<file path="config.mk">
export PLATFORM = sky130hd
export DESIGN_NAME = irq_entry_ctrl
export DESIGN_NICKNAME = d
export VERILOG_FILES = /design/src/rtl/irq_entry_pkg.sv /design/src/rtl/irq_entry_arb.sv /design/src/rtl/irq_entry_sp.sv /design/src/rtl/irq_entry_ctrl.sv
export SDC_FILE = /design/constraint.sdc
export NUM_CORES = 1
export LEC_CHECK = 0
export BUFFER_PORTS_ARGS = -buffer_cell sky130_fd_sc_hd__buf_2
export CAP_MARGIN = 10
export CORE_MARGIN = 1.5
export CORE_UTILIZATION = 55
export DETAILED_ROUTE_END_ITERATION = 8
export GPL_ROUTABILITY_DRIVEN = 0
export PLACE_DENSITY_LB_ADDON = 0.1
export SLEW_MARGIN = 20
export SYNTH_ARGS = -nofsm -noshare
export SYNTH_HDL_FRONTEND = slang
export SYNTH_SLANG_ARGS = --single-unit
</file>
<file path="constraint.sdc">
create_clock -name clk_i -period 6 [get_ports clk_i]
set_input_delay 0.6 -clock clk_i [delete_from_list [all_inputs] [get_ports clk_i]]
set_output_delay 0.6 -clock clk_i [all_outputs]
set_load 0.02 [all_outputs]
</file>
<file path="src/rtl/irq_entry_pkg.sv">
package irq_entry_pkg;
  typedef enum logic [3:0] {
    ST_IDLE,
    ST_PUSH_LO,
    ST_PUSH_HI,
    ST_CLR,
    ST_JMP_V,
    ST_POP_HI,
    ST_POP_LO,
    ST_CAP_LO,
    ST_JMP_R
  } seq_state_e;
endpackage

</file>
<file path="src/rtl/irq_entry_arb.sv">
module irq_entry_arb #(
  parameter int N_SRC = 11,
  localparam int IW = $clog2(N_SRC)
) (
  input  logic [N_SRC-1:0] req_i,
  output logic [N_SRC-1:0] grant_o,
  output logic [IW-1:0]    idx_o,
  output logic             any_o
);
  logic [N_SRC:0] seen;
  assign seen[0] = 1'b0;

  // lowest index wins
  for (genvar i = 0; i < N_SRC; i++) begin : g_chain
    assign grant_o[i]  = req_i[i] & ~seen[i];
    assign seen[i+1]   = seen[i] | req_i[i];
  end

  assign any_o = seen[N_SRC];

  always_comb begin
    idx_o = '0;
    for (int i = N_SRC - 1; i >= 0; i--)
      if (grant_o[i]) idx_o = IW'(i);
  end
endmodule

</file>
<file path="src/rtl/irq_entry_sp.sv">
module irq_entry_sp #(
  parameter int          AW      = 16,
  parameter logic [AW-1:0] SP_INIT = 16'h10FF
) (
  input  logic          clk_i,
  input  logic          rst_ni,
  input  logic          dec_i,
  input  logic          inc_i,
  output logic [AW-1:0] sp_o
);
  always_ff @(posedge clk_i or negedge rst_ni) begin
    if (!rst_ni)    sp_o <= SP_INIT;
    else if (dec_i) sp_o <= sp_o - AW'(1);
    else if (inc_i) sp_o <= sp_o + AW'(1);
  end
endmodule

</file>
<file path="src/rtl/irq_entry_ctrl.sv">
module irq_entry_ctrl
  import irq_entry_pkg::*;
#(
  parameter int            N_SRC     = 11,
  parameter int            BASE_SLOT = 9,
  parameter int            DW        = 8,
  parameter int            AW        = 2 * DW,
  parameter logic [AW-1:0] SP_INIT   = 16'h10FF
) (
  input  logic             clk_i,
  input  logic             rst_ni,
  input  logic [N_SRC-1:0] src_flag_i,
  input  logic [N_SRC-1:0] src_en_i,
  input  logic             sei_i,
  input  logic             cli_i,
  input  logic             reti_i,
  input  logic [AW-1:0]    ret_pc_i,
  output logic             busy_o,
  output logic             gie_o,
  output logic [N_SRC-1:0] flag_clr_o,
  output logic             pc_load_o,
  output logic [AW-1:0]    pc_o,
  output logic [AW-1:0]    stk_addr_o,
  output logic [DW-1:0]    stk_wdata_o,
  output logic             stk_we_o,
  input  logic [DW-1:0]    stk_rdata_i
);
  localparam int IW = $clog2(N_SRC);

  seq_state_e       state_q, state_d;
  logic [N_SRC-1:0] req, grant, grant_q;
  logic [IW-1:0]    gidx;
  logic             any, accept, start_ret, push, pop;
  logic             gie_q;
  logic [AW-1:0]    ret_q, vec_q, vec_d, sp;
  logic [DW-1:0]    hi_q, lo_q;

  assign req = src_flag_i & src_en_i;

  irq_entry_arb #(.N_SRC(N_SRC)) u_arb (
    .req_i   (req),
    .grant_o (grant),
    .idx_o   (gidx),
    .any_o   (any)
  );

  assign start_ret = (state_q == ST_IDLE) && reti_i;
  assign accept    = (state_q == ST_IDLE) && !reti_i && gie_q && any;
  assign push      = (state_q == ST_PUSH_LO) || (state_q == ST_PUSH_HI);
  assign pop       = (state_q == ST_POP_HI) || (state_q == ST_POP_LO);

  irq_entry_sp #(.AW(AW), .SP_INIT(SP_INIT)) u_sp (
    .clk_i  (clk_i),
    .rst_ni (rst_ni),
    .dec_i  (push),
    .inc_i  (pop),
    .sp_o   (sp)
  );

  always_comb begin
    vec_d = (AW'(BASE_SLOT) + AW'(gidx)) << 1;
  end

  always_comb begin
    state_d = state_q;
    unique case (state_q)
      ST_IDLE: begin
        if (start_ret)   state_d = ST_POP_HI;
        else if (accept) state_d = ST_PUSH_LO;
      end
      ST_PUSH_LO: state_d = ST_PUSH_HI;
      ST_PUSH_HI: state_d = ST_CLR;
      ST_CLR:     state_d = ST_JMP_V;
      ST_JMP_V:   state_d = ST_IDLE;
      ST_POP_HI:  state_d = ST_POP_LO;
      ST_POP_LO:  state_d = ST_CAP_LO;
      ST_CAP_LO:  state_d = ST_JMP_R;
      ST_JMP_R:   state_d = ST_IDLE;
      default:    state_d = ST_IDLE;
    endcase
  end

  always_ff @(posedge clk_i or negedge rst_ni) begin
    if (!rst_ni) begin
      state_q <= ST_IDLE;
      gie_q   <= 1'b0;
      ret_q   <= '0;
      vec_q   <= '0;
      grant_q <= '0;
      hi_q    <= '0;
      lo_q    <= '0;
    end else begin
      state_q <= state_d;
      if (accept) begin
        gie_q   <= 1'b0;
        ret_q   <= ret_pc_i;
        vec_q   <= vec_d;
        grant_q <= grant;
      end else if (state_q == ST_IDLE && !start_ret) begin
        if (sei_i)      gie_q <= 1'b1;
        else if (cli_i) gie_q <= 1'b0;
      end
      // read data lags the address by one cycle
      if (state_q == ST_POP_LO) hi_q <= stk_rdata_i;
      if (state_q == ST_CAP_LO) lo_q <= stk_rdata_i;
      if (state_q == ST_JMP_R)  gie_q <= 1'b1;
    end
  end

  assign busy_o      = (state_q != ST_IDLE);
  assign gie_o       = gie_q;
  assign stk_we_o    = push;
  assign stk_wdata_o = (state_q == ST_PUSH_LO) ? ret_q[DW-1:0] : ret_q[AW-1:DW];
  assign stk_addr_o  = pop ? sp + AW'(1) : sp;
  assign flag_clr_o  = (state_q == ST_CLR) ? grant_q : '0;
  assign pc_load_o   = (state_q == ST_JMP_V) || (state_q == ST_JMP_R);
  assign pc_o        = (state_q == ST_JMP_R) ? {hi_q, lo_q} : vec_q;
endmodule

</file>
# Yosys cells after proc, flatten, opt, wreduce, memory -nomap -nowiden
# Cells that the tools add are included.
[word_totals] reg_bits=79 inputBits=51 out_inout_bits=55
[classes] add_sub_neg=3 n_eq_ne=9 muxes=24 n_bitwise=31 n_reduce_logical=15
[op_table] operator="$mux W4" count=13
[op_table] operator="$mux W16" count=3
[op_table] operator="$pmux W4 S7" count=1
[op_table] operator="$add A16 B1 Y16 const B" count=1
[op_table] operator="$eq A4 B3 Y1 const B" count=4
[op_table] operator="$sub A16 B1 Y16 const B" count=1
[op_table] operator="$and A11 B11 Y11" count=1
[op_table] operator="$mux W11" count=1
[op_table] operator="$and A1 B1 Y1" count=10
[op_table] operator="$not A1 Y1" count=10
[op_table] operator="$or A1 B1 Y1" count=10
[op_table] operator="$eq A4 B2 Y1 const B" count=2
[op_table] operator="$mux W8" count=1
[op_table] operator="$reduce_bool A4 Y1" count=2
[op_table] operator="$add A4 B4 Y5 const A" count=1
[op_table] operator="$logic_and A1 B1 Y1" count=5
[op_table] operator="$mux W1" count=5
[op_table] operator="$eq A4 B1 Y1 const B" count=1
[op_table] operator="$eq A4 B4 Y1 const B" count=1
[op_table] operator="$logic_not A4 Y1" count=1
[op_table] operator="$logic_or A1 B1 Y1" count=3
[op_table] operator="$ne A3 B3 Y1 const B" count=1
[op_table] operator="$reduce_bool A3 Y1" count=1
[op_table] operator="$logic_not A1 Y1" count=2
[op_table] operator="$reduce_and A2 Y1" count=1

# Longest topological paths before layout
# Gate-level depths: netlist of the first run.
[depth] depth_word=24 ltp_mapped=8 mapped_depth_nobuf=7

# Hierarchy
# A second synthesis of the first run with hierarchy kept.
[unflattened] cells_unflattened=426 hier_area_um2=4558.1
[modules_own_cells] module="irq_entry_ctrl" instances=1 cells_per_inst=235 area_per_inst_um2=2985.4
[modules_own_cells] module="irq_entry_sp" instances=1 cells_per_inst=165 area_per_inst_um2=1375.1
[modules_own_cells] module="irq_entry_arb" instances=1 cells_per_inst=26 area_per_inst_um2=197.7

# Worst setup path after synthesis of the first run
# Ideal clock, no wire load.
[synth_timing] kind="input -> register" start="input src_flag_i[4]" end="register vec_q[2]" setup_time_ns=0.125 arrival_time_ns=2.559 t_required_ns=5.875 path_slack_ns=3.317 cell_stages=6 cell_sequence="a222oi_1 -> nand4_1 -> or3b_2 -> a31oi_1 -> ha_1 -> mux2_2"
[synth_between] elab_chain_len=21 word_cells_on_any_way=34 cone_classes="add/sub: 1; mux: 11; bitwise: 21; reduce/logical: 1"
[synth_lines] item="start, declared" line="irq_entry_ctrl.sv:12" source="input logic [N_SRC-1:0] src_flag_i,"
[synth_lines] item="$and A11 B11 Y11 *" line="irq_entry_ctrl.sv:38" source="assign req = src_flag_i & src_en_i;"
[synth_lines] item="$or A1 B1 Y1 (6 in series)" line="irq_entry_arb.sv:16" source="assign seen[i+1] = seen[i] | req_i[i];"
[synth_lines] item="$not A1 Y1" line="irq_entry_arb.sv:15" source="assign grant_o[i] = req_i[i] & ~seen[i];"
[synth_lines] item="$and A1 B1 Y1" line="irq_entry_arb.sv:15"
[synth_lines] item="$mux W4 (6 in series)" line="irq_entry_arb.sv:24" source="if (grant_o[i]) idx_o = IW'(i);"
[synth_lines] item="$mux W4 * (5 in series)" line="irq_entry_arb.sv:24"
[synth_lines] item="$add A4 B4 Y5 *" line="irq_entry_ctrl.sv:61" source="vec_d = (AW'(BASE_SLOT) + AW'(gidx)) << 1;"
[synth_lines] item="via vec_d[2]" line="irq_entry_ctrl.sv:35" source="logic [AW-1:0] ret_q, vec_q, vec_d, sp;"
[synth_lines] item="end signal, assigned" line="irq_entry_ctrl.sv:97" source="vec_q <= vec_d;"
[synth_lines] item="end, declared" line="irq_entry_ctrl.sv:35"
# Mark *: on every way through the listed nets, which the timed path passes. The rest lies on a longest branch.
# A chain may end at the register's enable or synchronous reset.

# Worst setup path in the final report of the first run
[layout_timing] start="register u_sp.sp_o[1]" end="output stk_addr_o[10]"
[layout_between] elab_chain_len=2
[layout_lines] item="start, declared" line="irq_entry_sp.sv:9" source="output logic [AW-1:0] sp_o"
[layout_lines] item="start signal, assigned" line="irq_entry_sp.sv:13" source="else if (dec_i) sp_o <= sp_o - AW'(1);"
[layout_lines] item="start signal, assigned" line="irq_entry_sp.sv:14" source="else if (inc_i) sp_o <= sp_o + AW'(1);"
[layout_lines] item="$add A16 B1 Y16" line="irq_entry_ctrl.sv:114" source="assign stk_addr_o = pop ? sp + AW'(1) : sp;"
[layout_lines] item="$mux W16" line="irq_entry_ctrl.sv:114"
[layout_lines] item="end, declared" line="irq_entry_ctrl.sv:23" source="output logic [AW-1:0] stk_addr_o,"
# No other way between the ends.

==> results of run 1 <==
==> flip-flops by register name (all words and copies together), names as in the netlist <==
name and cells:
u_sp.sp_o 16, hi_q 8, gie_o 1, vec_q 5, ret_q 16, state_q 4
grant_q 11, lo_q 8
==> metrics by stage <==
step | utilization (%) | total power, mW
floorplan | - | 1.567
global placement | 65.99 | 1.795
detailed placement | 65.99 | 1.829
CTS | 68.87 | 2.181
global route | 68.95 | 2.310
finish | 68.95 | 2.162
==> placed cells by master, fill, tap and decap left out, drive strengths merged, types with 4 or more instances in the layout <==
cell type	count
nor3	5
nand4	6
a21oi	5
xnor2	20
o21ai	10
nand3	13
nor2	14
dfstp	9
and2	23
dfrtp	60
a31oi	4
o31ai	11
buf	107
xor2	13
nand2	63
inv	9
mux2	39
clkbuf	10
==> power breakdown <==
part / internal, mW / switching, mW / leakage, nW
clock: 0.164 / 0.185 / 0.0893
combinational: 0.409 / 0.515 / 1.22
sequential: 0.699 / 0.189 / 0.849
==> area by class of cell <==
type	instances	area (sq um)
Tap cell	77	96.34
Inverter	8	30.03
Clock buffer	10	137.6
Clock inverter	6	46.29
Timing Repair Buffer	107	540.5
Sequential cell	69	1738
Fill cell	518	1983
Multi-Input combinational cell	262	1814
==> how the worst max path moves through the flow <==
stage                                end
finish                    stk_addr_o[10]
global route              stk_addr_o[12]
CTS                       stk_addr_o[10]
detailed placement  vec_q[2]$_DFFE_PN0P_
global placement    vec_q[2]$_DFFE_PN0P_
floorplan           vec_q[2]$_DFFE_PN0P_
==> worst max-delay path, delay by kind of cell (launching register included) <==
kind | cells | cell delay (ns)
and+or+nand+nor | 3 | 1.11
DFF | 1 | 0.57
adders and majority gates | 1 | 0.23
xor gates and xnor gates | 1 | 0.20
buffers and inverters | 1 | 0.19
==> layer usage <==
metal	up-vias	share of wire [%]	global-route usage, %
met4	0	0.64	7.038
met1	1366	42	26.37
met5	-	0	0
met2	67	52	39.25
li1	1450	-	-
met3	7	4.5	6.293
==> kinds of logic after synthesis <==
family                     after synthesis  share of synthesized area [%]
AOI/OAI and AO/OA                       45                          8.573
adders and majority gates                3                          1.025
xor gates and xnor gates                33                          7.889
and+or+nand+nor                        142                          19.54
muxes                                   39                          11.99
DFF                                     69                          47.44
buffers and inverters                   26                          3.552
==> summary.txt, run 1 <==
Run status
  • Status: finished clean

Critical path
  • FF-to-FF setup slack: between 3 and 4 ns
  • Worst path cell trace: ha_1 -> nand4b_1 -> nor4_1 -> nand3_1 -> xnor2_1 -> buf_2
  • Crit path from: u_sp.sp_o[1]$_DFF_PN1_
  • Crit-path max FO: 5
  • Worst EP arrival: between 2 and 3 ns
  • Reg2Reg Capture Point: u_sp.sp_o[10]$_DFF_PN0_
  • Critical path data required time: 5.40 ns
  • Worst R2R Path Depth: 6
  • Reg2Reg Launch Point: u_sp.sp_o[1]$_DFF_PN1_
  • Critical path's largest stage delay: 0.77 ns
  • Setup CP Type: register to primary output
  • CP endpoint kind: primary output
  • Slowest-stage cell, CP: nor4_1
  • Critical Path Source Type: register

Place
  • Placed inst area: 4214 sq um
  • Pre-CTS setup slack: between 2 and 3 ns
  • Inst Count DP: 523
  • Final HPWL DP: 5.644 mm
  • I/O Buffers: 105

STA
  • Max-slew headroom: 33.28%
  • Clock skew: about 0.011 ns
  • Setup Total Neg Slack: 0 ns
  • Setup violations, final: 0
  • Worst-margin pin slew: 0.9982 ns
  • Final worst slack: 2.769 ns
  • RSZ-0062 raised after global routing: no
  • Max Freq: 309.5 MHz
  • Pins Over Slew Limit: 0
  • Period Utilization, post-route: 53.86%
  • Worst hold margin: about 0.46 ns
  • Post-route minimum period: 3.231 ns
  • Final hold viol count: 0

GRT
  • Number of global-route vias before repair: 2,790
  • Largest net degree at the start of global routing: 70
  • GRT Util Overall: 22.28%
  • Initial antenna violation count: 0
  • Wire length of the first global-routing pass: 12.74 mm
  • Overflow after GRT: 0

Floorplan
  • Die Footprint: 7160 sq um
  • Initial Utilization: 57.37%
  • Core ar.: 6386 sq um
  • Num ports: 106
  • # rows: 29
  • Chip width: 84.62 microns
  • Die Y-Extent: ~85 microns

Synthesis
  • Synthesis warning total: 0
  • Synthesized instance count: 357
  • Asr flop ratio synth: 100.0%
  • Part of the Yosys area used for sequential elements: between 40 and 50%
  • Synth area leaders: dfrtp_1 (41%), mux2_2 (12%), dfstp_2 (6.5%)
  • Most common cell in the netlist: nand2_1
  • Post-Syn Area: 3664 sq um
  • Leading area contributor after synthesis: dfrtp_1
  • Syn Area/Cell: 10.26 sq um
  • Post-synth EDFFs: 0
  • Most used DFF post-synth: dfrtp_1
  • Share of the synthesized area in the top cell type: 40.98%
  • Post-synth top cells: nand2_1 (63), dfrtp_1 (60), mux2_2 (39)
  • Syn Nets: 411
  • Number of synthesized register bits: 69
  • Distinct cells, synth: 52

Route
  • Iteration-0 DRC count of the detailed router: 169
  • DRT antenna net count: 0
  • Routed via count: 2,890
  • Via density per instance: approximately 5.4
  • First-pass iteration count of the detailed router: 4
  • Drt wl/cell: around 14 microns
  • Final wirelength: 7.680 mm
  • DRC Markers: 0

CTS
  • Post_cts resized: 0
  • Clk Latency, worst-skew pair: 0.34 ns
  • CTS tree: yes
  • Worst-path clk slew: 0.08 ns
  • CTS max path bufs: 2
  • Hold_buf cts: 0
  • CTS sink cnt: 69
  • Clock H-tree levels: 3
  • Post-CTS Setup Bufs: 0
  • Num CTS Buffers: 9
  • Root Buffer: clkbuf_8

Power and ir drop
  • Pwr dens: between 400 and 500 nW/um^2
  • Pleak: 2.162 nW
  • Maximum VDD drop: ~0.00031 V

Layout
  • N_diodes: 0
  • Layout Nets: 511
  • Final Non-Filler Cells: 539
  • Share of cells above drive strength 1: approximately two fifths
  • Area Growth Syn to Fin: 20.18%
  • Final Cell Area: between 4000 and 5000 sq um

Flow run
  • Max_cap viols: 0

Worst hold path
  • Hold Path Class: input pin to asynchronous set/reset pin
Power figures use the tool's default switching activity.
==> inputs of run 2 (changes only) <==
CORE_UTILIZATION = 47   (was 55)
clock period = 2.72 ns   (was 6 ns; I/O delays follow)
==> run 2 against run 1 <==
Net effect: sequential share of layout area shrank 0.97 points; sequential power grew 120%; highest routed layer unchanged; via count rose by 3.6%; first-iteration DRC count down 34%; core utilization shrank 9.8 points; critical endpoint is now stk_addr_o[13]; die area increased by 16%.
==> summary.txt, run 2 (synthesis results as in run 1) <==
CTS
  • CTS max path bufs: 2
  • Clk Latency, worst-skew pair: about 0.35 ns
  • CTS sink cnt: 69
  • Root Buffer: clkbuf_8
  • Clock H-tree levels: 3
  • Worst-path clk slew: 0.08 ns
  • Post-CTS Setup Bufs: 0
  • Num CTS Buffers: 9
  • CTS tree: yes

Critical path
  • Worst R2R Path Depth: 5
  • Reg2Reg Capture Point: vec_q[2]$_DFFE_PN0P_
  • Setup CP Type: register to primary output
  • Worst setup path end: stk_addr_o[13]
  • Critical Path Source Type: register
  • Worst EP arrival: 2.27 ns
  • Crit-path max FO: 9
  • FF-to-FF setup slack: 0.57 ns
  • CP endpoint kind: primary output
  • Crit path from: state_q[1]$_DFFE_PN0P_
  • Critical path data required time: approximately 2.5 ns
  • Reg2Reg Launch Point: state_q[1]$_DFFE_PN0P_

Route
  • Iteration-0 DRC count of the detailed router: ~110
  • Final wirelength: 8.158 mm
  • First-pass iteration count of the detailed router: 4
  • DRC Markers: 0
  • Via density per instance: approximately 5.2
  • Drt wl/cell: 14.26 microns
  • Routed via count: 2,994
  • DRT antenna net count: 0

Floorplan
  • Chip width: 91.29 microns
  • Die Y-Extent: 91.29 microns
  • Core ar.: 7647 sq um
  • Die Footprint: 8333 sq um
  • Initial Utilization: 47.91%
  • Num ports: 106
  • # rows: 32

Layout
  • Final Cell Area: approximately 4500 sq um
  • Layout Nets: 519
  • Most frequent cells in the layout: buf_2 (105), nand2_1 (63), dfrtp_1 (58)
  • Share of cells above drive strength 1: 40.64%
  • Area Growth Syn to Fin: 23.39%
  • N_diodes: 0
  • Largest regs: ret_q x16, u_sp.sp_o x16, grant_q x11
  • Most common cell after layout, fill and taps aside: buf_2

Place
  • Final HPWL DP: 5.852 mm
  • Pre-CTS setup slack: 0.3337 ns
  • Placed inst area: 4305 sq um
  • I/O Buffers: 105

STA
  • Setup Total Neg Slack: 0 ns
  • Setup violations, final: 0
  • Post-route minimum period: 2.540 ns
  • Final hold viol count: 0
  • Worst-margin pin slew: 0.8716 ns
  • RSZ-0062 raised after global routing: no
  • Period Utilization, post-route: 93.38%
  • Clock skew: 0.01154 ns
  • Max Freq: 393.7 MHz
  • Final worst slack: 0.1800 ns
  • Max-slew headroom: 41.90%
  • Worst hold margin: 0.1181 ns
  • Pins Over Slew Limit: 0

Power and ir drop
  • Overall power: 4.918 mW
  • Pwr dens: 1088 nW/um^2
  • Pleak: 2.210 nW
  • Maximum VDD drop: 0.0006353 V

GRT
  • Number of global-route vias before repair: 2,980
  • Overflow after GRT: 0
  • Initial antenna violation count: 0
  • Largest net degree at the start of global routing: 70
  • GRT Util Overall: 21.27%
  • Wire length of the first global-routing pass: 14.08 mm

Flow run
  • Max_cap viols: 0

Worst hold path
  • Hold Path Class: input pin to asynchronous set/reset pin

Run status
  • Status: finished clean
-- run 2: worst min path at each step --
stage                                  end  cells after the start
floorplan                gie_o$_DFFE_PN0P_                      0
global placement       lo_q[7]$_DFFE_PN0P_                      2
detailed placement  grant_q[7]$_DFFE_PN0P_                      2
CTS                    lo_q[6]$_DFFE_PN0P_                      3
global route           lo_q[6]$_DFFE_PN0P_                      3
finish              grant_q[3]$_DFFE_PN0P_                      2
-- run 2: per-stage QoR --
| step | util [%] | std cells |
|---|---|---|
| after global placement | 56.30 | 556 |
| after CTS | 58.93 | 572 |
| final | 59.11 | 572 |
| after detailed placement | 56.30 | 556 |
| after global routing | 59.11 | 572 |
| after floorplan | - | 357 |
-- run 2: power breakdown --
| part | total (mW) | switching (mW) | internal [mW] |
|---|---|---|---|
| clock network | 0.855 | 0.406 | 0.449 |
| registers | 1.98 | 0.430 | 1.55 |
| logic | 2.09 | 1.16 | 0.929 |
-- run 2: area by class of cell --
type | count | area, sq um
timing repair buffer | 115 | 600.6
tap | 102 | 127.6
inverter | 8 | 30.03
sequential | 69 | 1740
clock buffer | 11 | 141.4
fill | 709 | 3127
multi-input combinational | 262 | 1821
clock inverter | 5 | 60.06
-- run 2: worst max-delay path, cell delays in order (launching register included) --
cell and delay [ns]:
dfrtp_2 0.49, xnor2_1 0.24, or3_1 0.50, nor4_4 0.24, nand3_1 0.14, xnor2_1 0.14, buf_2 0.18
-- run 2: timing repair --
item,4_1_cts,5_1_grt
gates resized for setup,0,4
hold buffers,0,0
endpoints found under the setup margin,0,2
-- run 2: layer usage --
layer,global-route usage (%),wire length [microns]
met5,0,0
met3,5.444,473
met2,33.02,3715
met4,8.724,161
met1,28.29,3807
==> inputs of run 3 (changes only) <==
MAX_ROUTING_LAYER = met4   (was default)
==> run 3 against run 2 <==
Net effect: routed wire length increased by 0.31%; power about the same; register-to-register slack about the same; non-clock buffer count unchanged; critical endpoint unchanged; highest routed layer unchanged.
==> summary.txt, run 3 (synthesis results as in run 1) <==
STA
  • Post-route minimum period: 2.539 ns
  • Clock skew: 0.01122 ns
  • Period Utilization, post-route: between 90% and 100%
  • RSZ-0062 raised after global routing: no
  • Max-slew headroom: approximately two fifths
  • Max Freq: 393.8 MHz
  • Pins Over Slew Limit: 0
  • Setup Total Neg Slack: 0 ns
  • Final hold viol count: 0
  • Setup violations, final: 0
  • Worst-margin pin slew: 0.8726 ns

Power and ir drop
  • Comb power frac: between 40% and 50%
  • Maximum VDD drop: between 0.0006 and 0.0007 V
  • Pwr dens: about 1100 nW/um^2
  • Sw Pwr: 1.995 mW
  • Clk pwr share: 17.4%
  • Int Power: 2.924 mW
  • Switching share of total power: around 40%
  • Seq pwr share: 40.1%
  • Pleak: 2.210 nW

Place
  • I/O Buffers: 105
  • Final HPWL DP: about 5.9 mm
  • Placed inst area: around 4300 sq um

Critical path
  • Reg2Reg Capture Point: vec_q[2]$_DFFE_PN0P_
  • Setup CP Type: register to primary output
  • Worst EP arrival: around 2.3 ns
  • CP endpoint kind: primary output
  • Reg2Reg Launch Point: state_q[1]$_DFFE_PN0P_
  • Critical Path Source Type: register
  • FF-to-FF setup slack: 0.57 ns
  • Crit-path max FO: 9
  • Critical path data required time: 2.45 ns
  • Worst R2R Path Depth: 5

GRT
  • GRT Util Overall: approximately 22%
  • Number of global-route vias before repair: 2,971
  • Overflow after GRT: 0
  • Initial antenna violation count: 0
  • Wire length of the first global-routing pass: 14.12 mm
  • Largest net degree at the start of global routing: 70

Floorplan
  • Num ports: 106
  • Core ar.: 7647 sq um
  • # rows: 32
  • Chip width: 91.29 microns
  • Die Y-Extent: 91.29 microns
  • Initial Utilization: 47.91%
  • Die Footprint: 8333 sq um

CTS
  • CTS sink cnt: 69
  • Num CTS Buffers: 9
  • Hold_buf cts: 0
  • Worst-path clk slew: 0.08 ns
  • CTS max path bufs: 2
  • CTS tree: yes
  • Clock H-tree levels: 3
  • Root Buffer: clkbuf_8
  • Clk Latency, worst-skew pair: 0.35 ns

Layout
  • FF/Latch Area: 1740 sq um
  • Layout Nets: 519
  • Most frequent cells in the layout: buf_2 (105), nand2_1 (63), dfrtp_1 (58)
  • Largest regs: ret_q x16, u_sp.sp_o x16, grant_q x11
  • Area Growth Syn to Fin: 23.39%
  • Area occupied by multi-input gates: between 1500 and 2000 sq um
  • FILL cells: 709
  • Share of cells above drive strength 1: 40.64%
  • Final Cell Area: 4521 sq um
  • Most common cell after layout, fill and taps aside: buf_2
  • N_diodes: 0

Route
  • Final wirelength: between 8 and 9 mm
  • Drt wl/cell: 14.31 microns
  • DRT antenna net count: 0
  • Via density per instance: ~5.2
  • Iteration-0 DRC count of the detailed router: 117
  • Routed via count: between 2,000 and 3,000
  • First-pass iteration count of the detailed router: 5
  • DRC Markers: 0

Flow run
  • Max_cap viols: 0

Worst hold path
  • Hold Path Class: input pin to asynchronous set/reset pin

Run status
  • Status: finished clean
==> run 3: cell counts in the layout (fill, tap and decap cells not counted) <==
Identical to the previous run, type by type.
==> run 3: timing repair <==
action	CTS	global route
resized for setup	0	4
setup endpoints to repair	0	2
buffers inserted	0	0
==> run 3: area by class of cell <==
cell class | instances | area share (%)
Timing Repair Buffer | 115 | 13.29
Tap cell | 102 | 2.823
Sequential cell | 69 | 38.50
Multi-Input combinational cell | 262 | 40.27
Inverter | 8 | 0.6643
Clock buffer | 11 | 3.128
Clock inverter | 5 | 1.329
==> run 3: worst max-delay path by stage <==
stage,depth (start not counted),endpoint,startpoint
3_5_place_dp,7,vec_q[2]$_DFFE_PN0P_,src_flag_i[0]
5_1_grt,6,stk_addr_o[13],state_q[3]$_DFFE_PN0P_
4_1_cts,6,stk_addr_o[13],state_q[1]$_DFFE_PN0P_
3_3_place_gp,7,vec_q[2]$_DFFE_PN0P_,src_flag_i[0]
6_report,6,stk_addr_o[13],state_q[1]$_DFFE_PN0P_
2_1_floorplan,6,vec_q[2]$_DFFE_PN0P_,src_flag_i[4]
==> run 3: power groups by stage <==
stage	clock, mW	sequential, mW	combinational (mW)
2_1_floorplan	0	1.76	1.70
3_3_place_gp	0	1.96	2.06
3_5_place_dp	0	1.99	2.10
4_1_cts	0.877	1.97	2.11
5_1_grt	0.914	2.05	2.31
6_report	0.857	1.97	2.09
==> run 3: critical path, cell delays in order (launching register included) <==
cell and delay (ns):
dfrtp_2 0.49, xnor2_1 0.24, or3_1 0.50, nor4_4 0.24, nand3_1 0.14, xnor2_1 0.14
buf_2 0.18
==> run 3: layer usage <==
metal  up-vias  track usage [%]  part of all wire, %
met3        13            5.193                  5.3
met1      1431            28.56                   47
met5         -                -                    0
li1       1458                -                    -
met4         0            8.203                  1.8
met2        77            33.15                   46
==> run 3: per-stage QoR <==
step / total power [mW] / setup slack (ns) / hold slack, ns / std cells / util, %
6_report: 4.920 / 0.1809 / 0.1151 / 572 / 59.11
2_1_floorplan: 3.456 / 0.3647 / -0.02359 / 357 / -
4_1_cts: 4.956 / 0.03540 / 0.1221 / 572 / 58.93
3_5_place_dp: 4.087 / 0.3337 / 0.4597 / 556 / 56.30
3_3_place_gp: 4.023 / 0.3859 / 0.4524 / 556 / 56.30
5_1_grt: 5.278 / 0.03213 / 0.1425 / 572 / 59.11
